$ cat src/rtl/mb_link_pkg.sv
package mb_link_pkg;

  localparam logic [1:0] ROLE_PRI = 2'd0;
  localparam logic [1:0] ROLE_MID = 2'd1;
  localparam logic [1:0] ROLE_END = 2'd2;

  localparam logic [1:0] SS_OK    = 2'd0;
  localparam logic [1:0] SS_EMPTY = 2'd2;
  localparam logic [1:0] SS_ERR   = 2'd3;

  // bit positions of the sampled input history vector
  localparam int H_AS  = 3;
  localparam int H_DS  = 2;
  localparam int H_TOK = 1;
  localparam int H_TKA = 0;
  localparam int H_W   = 4;

  typedef enum logic [3:0] {
    ST_IDLE,
    ST_ACT,    // serving data cycles
    ST_PASS,   // token handed on, holding wait
    ST_DROP,   // release dk after wait cleared
    ST_DONE,   // spectator until detach
    ST_PREP,   // token received, preparing
    ST_PEND,   // ready, waiting for bus wait to clear
    ST_CLEAN,  // detach cleanup with wait held
    ST_SOLO    // primary alone after secondary address
  } mb_state_e;

endpackage

$ cat src/rtl/mb_edge.sv
module mb_edge #(
  parameter int N = 4
) (
  input  logic         clk,
  input  logic         rst,
  input  logic [N-1:0] sig_i,
  output logic [N-1:0] prev_o
);

  for (genvar b = 0; b < N; b++) begin : g_bit
    always_ff @(posedge clk) begin
      if (rst) prev_o[b] <= 1'b0;
      else     prev_o[b] <= sig_i[b];
    end
  end

endmodule

$ cat src/rtl/mb_word_src.sv
module mb_word_src #(
  parameter int              DW        = 16,
  parameter int              BLK_WORDS = 3,
  parameter logic [DW-1:0]   BASE      = 'h100
) (
  input  logic          clk,
  input  logic          rst,
  input  logic          clr_i,
  input  logic          adv_i,
  output logic [DW-1:0] word_o,
  output logic          par_o,
  output logic          empty_o
);

  localparam int IW = $clog2(BLK_WORDS + 1);
  localparam logic [IW-1:0] LAST = IW'(BLK_WORDS);

  logic [IW-1:0] idx_q;

  always_ff @(posedge clk) begin
    if (rst || clr_i)                 idx_q <= '0;
    else if (adv_i && idx_q != LAST)  idx_q <= idx_q + 1'b1;
  end

  always_comb begin
    word_o  = BASE + DW'(idx_q);
    par_o   = ^word_o;
    empty_o = (idx_q == LAST);
  end

endmodule

$ cat src/rtl/mb_link_fsm.sv
module mb_link_fsm
  import mb_link_pkg::*;
#(
  parameter int            DW        = 16,
  parameter int            MS_W      = 3,
  parameter logic [MS_W-1:0] SEC_CODE = 'd5,
  parameter int            PREP_CYC  = 2,
  parameter int            CLEAN_CYC = 3
) (
  input  logic            clk,
  input  logic            rst,
  input  logic [1:0]      role_i,
  input  logic            as_i,
  input  logic            ds_i,
  input  logic [MS_W-1:0] ms_i,
  input  logic            mb_sel_i,
  input  logic            tok_in_i,
  input  logic            tka_in_i,
  input  logic            wt_bus_i,
  input  logic [H_W-1:0]  hist_i,
  input  logic [DW-1:0]   word_i,
  input  logic            wpar_i,
  input  logic            empty_i,
  output logic            src_clr_o,
  output logic            src_adv_o,
  output logic            wait_o,
  output logic            dk_o,
  output logic [1:0]      ss_o,
  output logic [DW-1:0]   data_o,
  output logic            par_o,
  output logic            tok_out_o,
  output logic            tka_out_o
);

  localparam int CNT_MAX = (PREP_CYC > CLEAN_CYC) ? PREP_CYC : CLEAN_CYC;
  localparam int CW      = $clog2(CNT_MAX + 1);
  localparam logic [CW-1:0] PREP_LAST  = CW'(PREP_CYC - 1);
  localparam logic [CW-1:0] CLEAN_LAST = CW'(CLEAN_CYC - 1);

  mb_state_e     state_q;
  logic [CW-1:0] cnt_q;

  logic is_pri, is_mid, is_end;
  logic ds_edge, ds_rise, as_fall, tok_rise, tka_fall;
  logic in_mb, detach, sec_hit, enter_pri, enter_tok;
  logic err_hit, first_serve, norm_serve, tka_idle;

  always_comb begin
    is_pri   = (role_i == ROLE_PRI);
    is_mid   = (role_i == ROLE_MID);
    is_end   = !is_pri && !is_mid;
    ds_rise  = ds_i && !hist_i[H_DS];
    ds_edge  = ds_i ^ hist_i[H_DS];
    as_fall  = !as_i && hist_i[H_AS];
    tok_rise = tok_in_i && !hist_i[H_TOK];
    tka_fall = !tka_in_i && hist_i[H_TKA];
    tka_idle = is_mid ? tka_in_i : 1'b1;

    in_mb = (state_q == ST_ACT)  || (state_q == ST_PASS) ||
            (state_q == ST_DROP) || (state_q == ST_DONE) ||
            (state_q == ST_PREP) || (state_q == ST_PEND);

    detach    = as_fall && (in_mb || state_q == ST_SOLO);
    sec_hit   = !detach && in_mb && ds_rise && (ms_i == SEC_CODE);
    enter_pri = is_pri && (state_q == ST_IDLE) && mb_sel_i && as_i;
    enter_tok = !is_pri && (state_q == ST_IDLE) && tok_rise && as_i;
    err_hit   = (state_q == ST_ACT) && ds_edge && !is_end &&
                !tka_in_i && !tok_out_o;
    first_serve = (state_q == ST_PEND) && !wt_bus_i;
    norm_serve  = (state_q == ST_ACT) && ds_edge && !err_hit && !empty_i;

    src_clr_o = !detach && !sec_hit && (enter_pri || enter_tok);
    src_adv_o = !detach && !sec_hit && (first_serve || norm_serve);
  end

  always_ff @(posedge clk) begin
    if (rst) begin
      state_q   <= ST_IDLE;
      cnt_q     <= '0;
      wait_o    <= 1'b0;
      dk_o      <= 1'b0;
      ss_o      <= SS_OK;
      data_o    <= '0;
      par_o     <= 1'b0;
      tok_out_o <= 1'b0;
      tka_out_o <= (role_i == ROLE_MID) ? tka_in_i : 1'b1;
    end else if (detach) begin
      dk_o      <= 1'b0;
      ss_o      <= SS_OK;
      data_o    <= '0;
      par_o     <= 1'b0;
      tok_out_o <= 1'b0;
      tka_out_o <= tka_idle;
      cnt_q     <= '0;
      if (is_pri) begin
        wait_o  <= 1'b0;
        state_q <= ST_IDLE;
      end else begin
        wait_o  <= 1'b1;
        state_q <= ST_CLEAN;
      end
    end else if (sec_hit) begin
      tok_out_o <= 1'b0;
      wait_o    <= 1'b0;
      ss_o      <= SS_OK;
      data_o    <= '0;
      par_o     <= 1'b0;
      if (is_pri) begin
        dk_o    <= ds_i;
        state_q <= ST_SOLO;
      end else begin
        dk_o      <= 1'b0;
        tka_out_o <= tka_idle;
        state_q   <= ST_IDLE;
      end
    end else begin
      unique case (state_q)
        ST_IDLE: begin
          tka_out_o <= tka_idle;
          if (enter_pri) begin
            dk_o    <= ds_i;
            ss_o    <= SS_OK;
            state_q <= ST_ACT;
          end else if (enter_tok) begin
            cnt_q   <= '0;
            state_q <= ST_PREP;
          end
        end
        ST_PREP: begin
          if (cnt_q == PREP_LAST) begin
            tka_out_o <= 1'b0;
            state_q   <= ST_PEND;
          end else begin
            cnt_q <= cnt_q + 1'b1;
          end
        end
        ST_PEND: begin
          if (first_serve) begin
            data_o  <= word_i;
            par_o   <= wpar_i;
            ss_o    <= SS_OK;
            dk_o    <= ds_i;
            state_q <= ST_ACT;
          end
        end
        ST_ACT: begin
          if (ds_edge) begin
            if (err_hit) begin
              ss_o   <= SS_ERR;
              dk_o   <= ds_i;
              data_o <= '0;
              par_o  <= 1'b0;
            end else if (empty_i) begin
              data_o <= '0;
              par_o  <= 1'b0;
              if (is_end) begin
                ss_o <= SS_EMPTY;
                dk_o <= ds_i;
              end else begin
                ss_o      <= SS_OK;
                wait_o    <= 1'b1;
                tok_out_o <= 1'b1;
                state_q   <= ST_PASS;
              end
            end else begin
              data_o <= word_i;
              par_o  <= wpar_i;
              ss_o   <= SS_OK;
              dk_o   <= ds_i;
            end
          end
        end
        ST_PASS: begin
          if (tka_fall) begin
            wait_o  <= 1'b0;
            state_q <= dk_o ? ST_DROP : ST_DONE;
          end
        end
        ST_DROP: begin
          dk_o    <= 1'b0;
          state_q <= ST_DONE;
        end
        ST_DONE: begin
        end
        ST_CLEAN: begin
          tka_out_o <= tka_idle;
          if (cnt_q == CLEAN_LAST) begin
            wait_o  <= 1'b0;
            state_q <= ST_IDLE;
          end else begin
            cnt_q <= cnt_q + 1'b1;
          end
        end
        ST_SOLO: begin
          if (ds_edge) begin
            dk_o <= ds_i;
            ss_o <= SS_OK;
          end
        end
        default: state_q <= ST_IDLE;
      endcase
    end
  end

endmodule

$ cat src/rtl/mb_link_ctrl.sv
module mb_link_ctrl
  import mb_link_pkg::*;
#(
  parameter int              DW        = 16,
  parameter int              BLK_WORDS = 3,
  parameter logic [DW-1:0]   BASE      = 'h100,
  parameter int              MS_W      = 3,
  parameter logic [MS_W-1:0] SEC_CODE  = 'd5,
  parameter int              PREP_CYC  = 2,
  parameter int              CLEAN_CYC = 3
) (
  input  logic            clk,
  input  logic            rst,
  input  logic [1:0]      role_i,
  input  logic            as_i,
  input  logic            ds_i,
  input  logic [MS_W-1:0] ms_i,
  input  logic            mb_sel_i,
  input  logic            tok_in_i,
  input  logic            tka_in_i,
  input  logic            wt_bus_i,
  output logic            wait_o,
  output logic            dk_o,
  output logic [1:0]      ss_o,
  output logic [DW-1:0]   data_o,
  output logic            par_o,
  output logic            tok_out_o,
  output logic            tka_out_o
);

  logic [H_W-1:0] hist;
  logic [H_W-1:0] hist_in;
  logic [DW-1:0]  word;
  logic           wpar, empty, src_clr, src_adv;

  always_comb begin
    hist_in        = '0;
    hist_in[H_AS]  = as_i;
    hist_in[H_DS]  = ds_i;
    hist_in[H_TOK] = tok_in_i;
    hist_in[H_TKA] = tka_in_i;
  end

  mb_edge #(.N(H_W)) u_edge (
    .clk    (clk),
    .rst    (rst),
    .sig_i  (hist_in),
    .prev_o (hist)
  );

  mb_word_src #(.DW(DW), .BLK_WORDS(BLK_WORDS), .BASE(BASE)) u_src (
    .clk     (clk),
    .rst     (rst),
    .clr_i   (src_clr),
    .adv_i   (src_adv),
    .word_o  (word),
    .par_o   (wpar),
    .empty_o (empty)
  );

  mb_link_fsm #(
    .DW(DW), .MS_W(MS_W), .SEC_CODE(SEC_CODE),
    .PREP_CYC(PREP_CYC), .CLEAN_CYC(CLEAN_CYC)
  ) u_fsm (
    .clk       (clk),
    .rst       (rst),
    .role_i    (role_i),
    .as_i      (as_i),
    .ds_i      (ds_i),
    .ms_i      (ms_i),
    .mb_sel_i  (mb_sel_i),
    .tok_in_i  (tok_in_i),
    .tka_in_i  (tka_in_i),
    .wt_bus_i  (wt_bus_i),
    .hist_i    (hist),
    .word_i    (word),
    .wpar_i    (wpar),
    .empty_i   (empty),
    .src_clr_o (src_clr),
    .src_adv_o (src_adv),
    .wait_o    (wait_o),
    .dk_o      (dk_o),
    .ss_o      (ss_o),
    .data_o    (data_o),
    .par_o     (par_o),
    .tok_out_o (tok_out_o),
    .tka_out_o (tka_out_o)
  );

endmodule

$ cat config.mk
export PLATFORM = sky130hd
export DESIGN_NAME = mb_link_ctrl
export DESIGN_NICKNAME = d
export VERILOG_FILES = /design/src/rtl/mb_link_pkg.sv /design/src/rtl/mb_edge.sv /design/src/rtl/mb_word_src.sv /design/src/rtl/mb_link_fsm.sv /design/src/rtl/mb_link_ctrl.sv
export SDC_FILE = /design/constraint.sdc
export NUM_CORES = 1
export LEC_CHECK = 0
export BUFFER_PORTS_ARGS = -buffer_cell sky130_fd_sc_hd__buf_2
export CORE_UTILIZATION = 33
export DETAILED_ROUTE_END_ITERATION = 8
export GPL_ROUTABILITY_DRIVEN = 0
export PLACE_DENSITY = 0.62
export SLEW_MARGIN = 20
export SYNTH_ARGS = -nofsm -noshare
export SYNTH_HDL_FRONTEND = slang
export SYNTH_SLANG_ARGS = --single-unit
$ cat constraint.sdc
create_clock -name clk -period 3 [get_ports clk]
set_clock_uncertainty 0.1 [all_clocks]
set_input_delay 0.45 -clock clk [delete_from_list [all_inputs] [get_ports clk]]
set_output_delay 0.45 -clock clk [all_outputs]
set_load 0.01 [all_outputs]
==> summary.txt <==
Status
  • Outcome: finished, final reports clean

Placement
  • Placed cells: 307
  • Final HPWL DP: 3.22 mm
  • PortBufs: 22

Yosys
  • Yosys warns: 0
  • Post-synth EDFFs: 1
  • Register bit count reported by yosys: 22
  • Async S/R FF share, synth: 0%
  • Post-synthesis sequential area ratio: 26.0%
  • Synth Cell Area: 0.00173 sq mm
  • Yosys cell types: 55
  • Syn Area/Cell: 7.88 sq um
  • Cell count after synthesis: 220
  • Post-synth top flop: dfxtp_1

Floorplan
  • Die Y-Extent: 74.5 microns
  • I/O pins: 36
  • Starting density of the core: 34.1%
  • # rows: 26
  • Die area: 0.00555 sq mm
  • Die W: 74.5 microns
  • Core Region: 0.00507 sq mm

Worst setup path
  • Worst endpoint data arrival time: 2540 ps
  • Worst setup SP type: flop
  • CP endpoint kind: flop
  • Top fanout value on the critical path: 16
  • CP Data Required Time: 3060 ps
  • Critical path class: flop to flop

Detailed routing
  • Total number of vias: 1635
  • DRT Pass-1 Iters: 4
  • Residual DRC: 0
  • First DRT Iteration DRCs: 101
  • Antenna Violating Nets Remaining: 0
  • Vias per cell: 5.26
  • Drt wl/cell: 13.8 microns
  • WL final: 4.29 mm

Timing
  • Slew @ Worst Pin: 619 ps
  • FMAX: 403 MHz
  • Setup_tns: 0 ps
  • RSZ-0062 raised after global routing: false
  • Slew Viols, Final: 0
  • Final hold slack: 308 ps
  • Final worst path period share: 82.7%
  • Min Tclk post-route: 2480 ps
  • Count of final hold-check violations: 0
  • Max-slew headroom: 58.7%
  • Final count of negative-setup-slack endpoints: 0

CTS
  • CTS root buffer: clkbuf_8
  • Worst-skew pair later-pin latency: 270 ps
  • CTS tree: yes
  • H-tree levels: 1
  • Post-CTS Hold Buffers: 0
  • Clk slew on worst S/H paths: 90 ps
  • Buffer count from post-CTS setup fixing: 0
  • Maximum clock path buffer count: 2
  • Post-CTS sizing: 0
  • CTS Buf Count: 3
  • Clk sinks: 22

Run
  • Max-cap violations: 0

Pwr
  • Max IR drop VDD: 0.000264 V
  • PnR Total Power: 0.00131 W
  • P per Cell Area: 677 mW/mm^2
  • Leakage: 0.787 nW

Global route
  • First-pass GRT wire length: 6.80 mm
  • Initial antenna violation count: 0
  • Tot GR Track Use: 16.1%
  • Total gr overflow: 0
  • Largest net degree at the start of global routing: 19
  • Number of global-route vias before repair: 1382

Cells and area
  • Post-layout util: 38.2%
  • Layout Nets: 262
  • P&R area growth vs syn: 11.8%
  • Ant. Diodes: 0
  • Fin cells: 311
  • Number of fill cells: 564
  • Layout cells sized above 1: 18.7%

Hold path
  • Worst Hold Class: input port to flop
==> power by group <==
part,switching (W),leakage (nW),internal [W]
clock,0.000105,0.0288,0.000117
sequential,0.0000712,0.181,0.000347
combinational,0.000370,0.577,0.000301
==> per-layer routing <==
layer  routed length, microns  up-vias  part of all wire, %  GRT usage [%]
li1                         -      816                    -              -
met1                     1980      744                   46           23.3
met2                     1920       66                   45           24.6
met3                      305        9                  7.1           2.17
met4                       85        0                  2.0           5.24
met5                        0        -                    0              0
==> sequential cells by signal, indices dropped and copies added (netlist names) <==
register	flops
u_fsm.dk_o	1
u_fsm.state_q	4
u_edge.prev_o	4
u_fsm.par_o	1
u_fsm.tka_out_o	1
u_src.idx_q	2
u_fsm.cnt_q	2
u_fsm.wait_o	1
u_fsm.tok_out_o	1
u_fsm.data_o	3
u_fsm.ss_o	2
==> cells in the mapped netlist, drive strengths merged, types with 5 or more instances <==
master	number	area share, %
clkbuf	9	1.9
o21ai	13	3.8
nand2	10	2.2
nor3	9	2.6
dfxtp	21	24
o211ai	6	2.6
nor2b	11	4.0
nand2b	6	2.2
ha	7	5.1
buf	16	6.9
nor2	21	4.5
a21oi	13	3.8
inv	11	2.4
mux2i	5	2.9
==> path summary, 6_finish.rpt <==
check	cells past startpoint	endpoint	startpoint	slack (ps)
worst max-delay path	6	u_fsm.data_o[1]	u_fsm.state_q[1]	520
worst min-delay path	2	u_edge.prev_o[1]	tok_in_i	310
worst max register to register	6	u_fsm.data_o[1]	u_fsm.state_q[1]	520
worst min register to register	2	u_fsm.par_o	u_fsm.par_o	400
==> area by class of cell <==
cell class / count / area, sq um / area share [%]
tap: 70 / 87.6 / 4.52
inverter: 11 / 41.3 / 2.13
sequential: 22 / 450 / 23.2
timing repair buffer: 30 / 170 / 8.78
multi-input combinational: 174 / 1130 / 58.5
clock buffer: 4 / 55.1 / 2.84
==> kinds of logic after synthesis <==
group / Yosys count / synth area share (%)
AND/OR/NAND/NOR: 83 / 27.0
AO/OA/AOI/OAI: 65 / 27.1
buffers and inverters: 36 / 11.2
flip-flops: 22 / 26.0
adder cells (fa/ha/maj): 7 / 5.05
multiplexers: 5 / 2.89
other: 1 / 0.216
XOR/XNOR: 1 / 0.506
==> worst max-delay path, cell delays in order, from the launching register on <==
cell	delay, ps
dfxtp_1	470
buf_4	230
or4b_2	690
o22ai_1	490
o221ai_1	210
o21ai_0	120
nor2_1	60
==> cells in the final DEF (no fill, tap or decap), types with 3 or more instances in the layout <==
master	instances
buf_2	22
nor2_1	21
dfxtp_1	21
a21oi_1	13
o21ai_0	13
conb_1	13
inv_1	11
nor2b_1	11
nand2_1	10
nor3_1	9
buf_4	8
ha_1	7
nand2b_1	6
o211ai_1	6
mux2i_1	5
and2_1	4
a211oi_1	4
clkbuf_8	4
and3_1	3
a22o_1	3
nand3_1	3
a22oi_1	3
==> per-stage QoR <==
stage / setup slack, ps / instance area [sq um]
6_report: 520 / 1940
3_3_place_gp: 555 / 1880
3_5_place_dp: 522 / 1880
2_1_floorplan: 774 / 1780
5_1_grt: 327 / 1940
4_1_cts: 538 / 1940
Note: power is estimated with default switching activity, not from simulation.
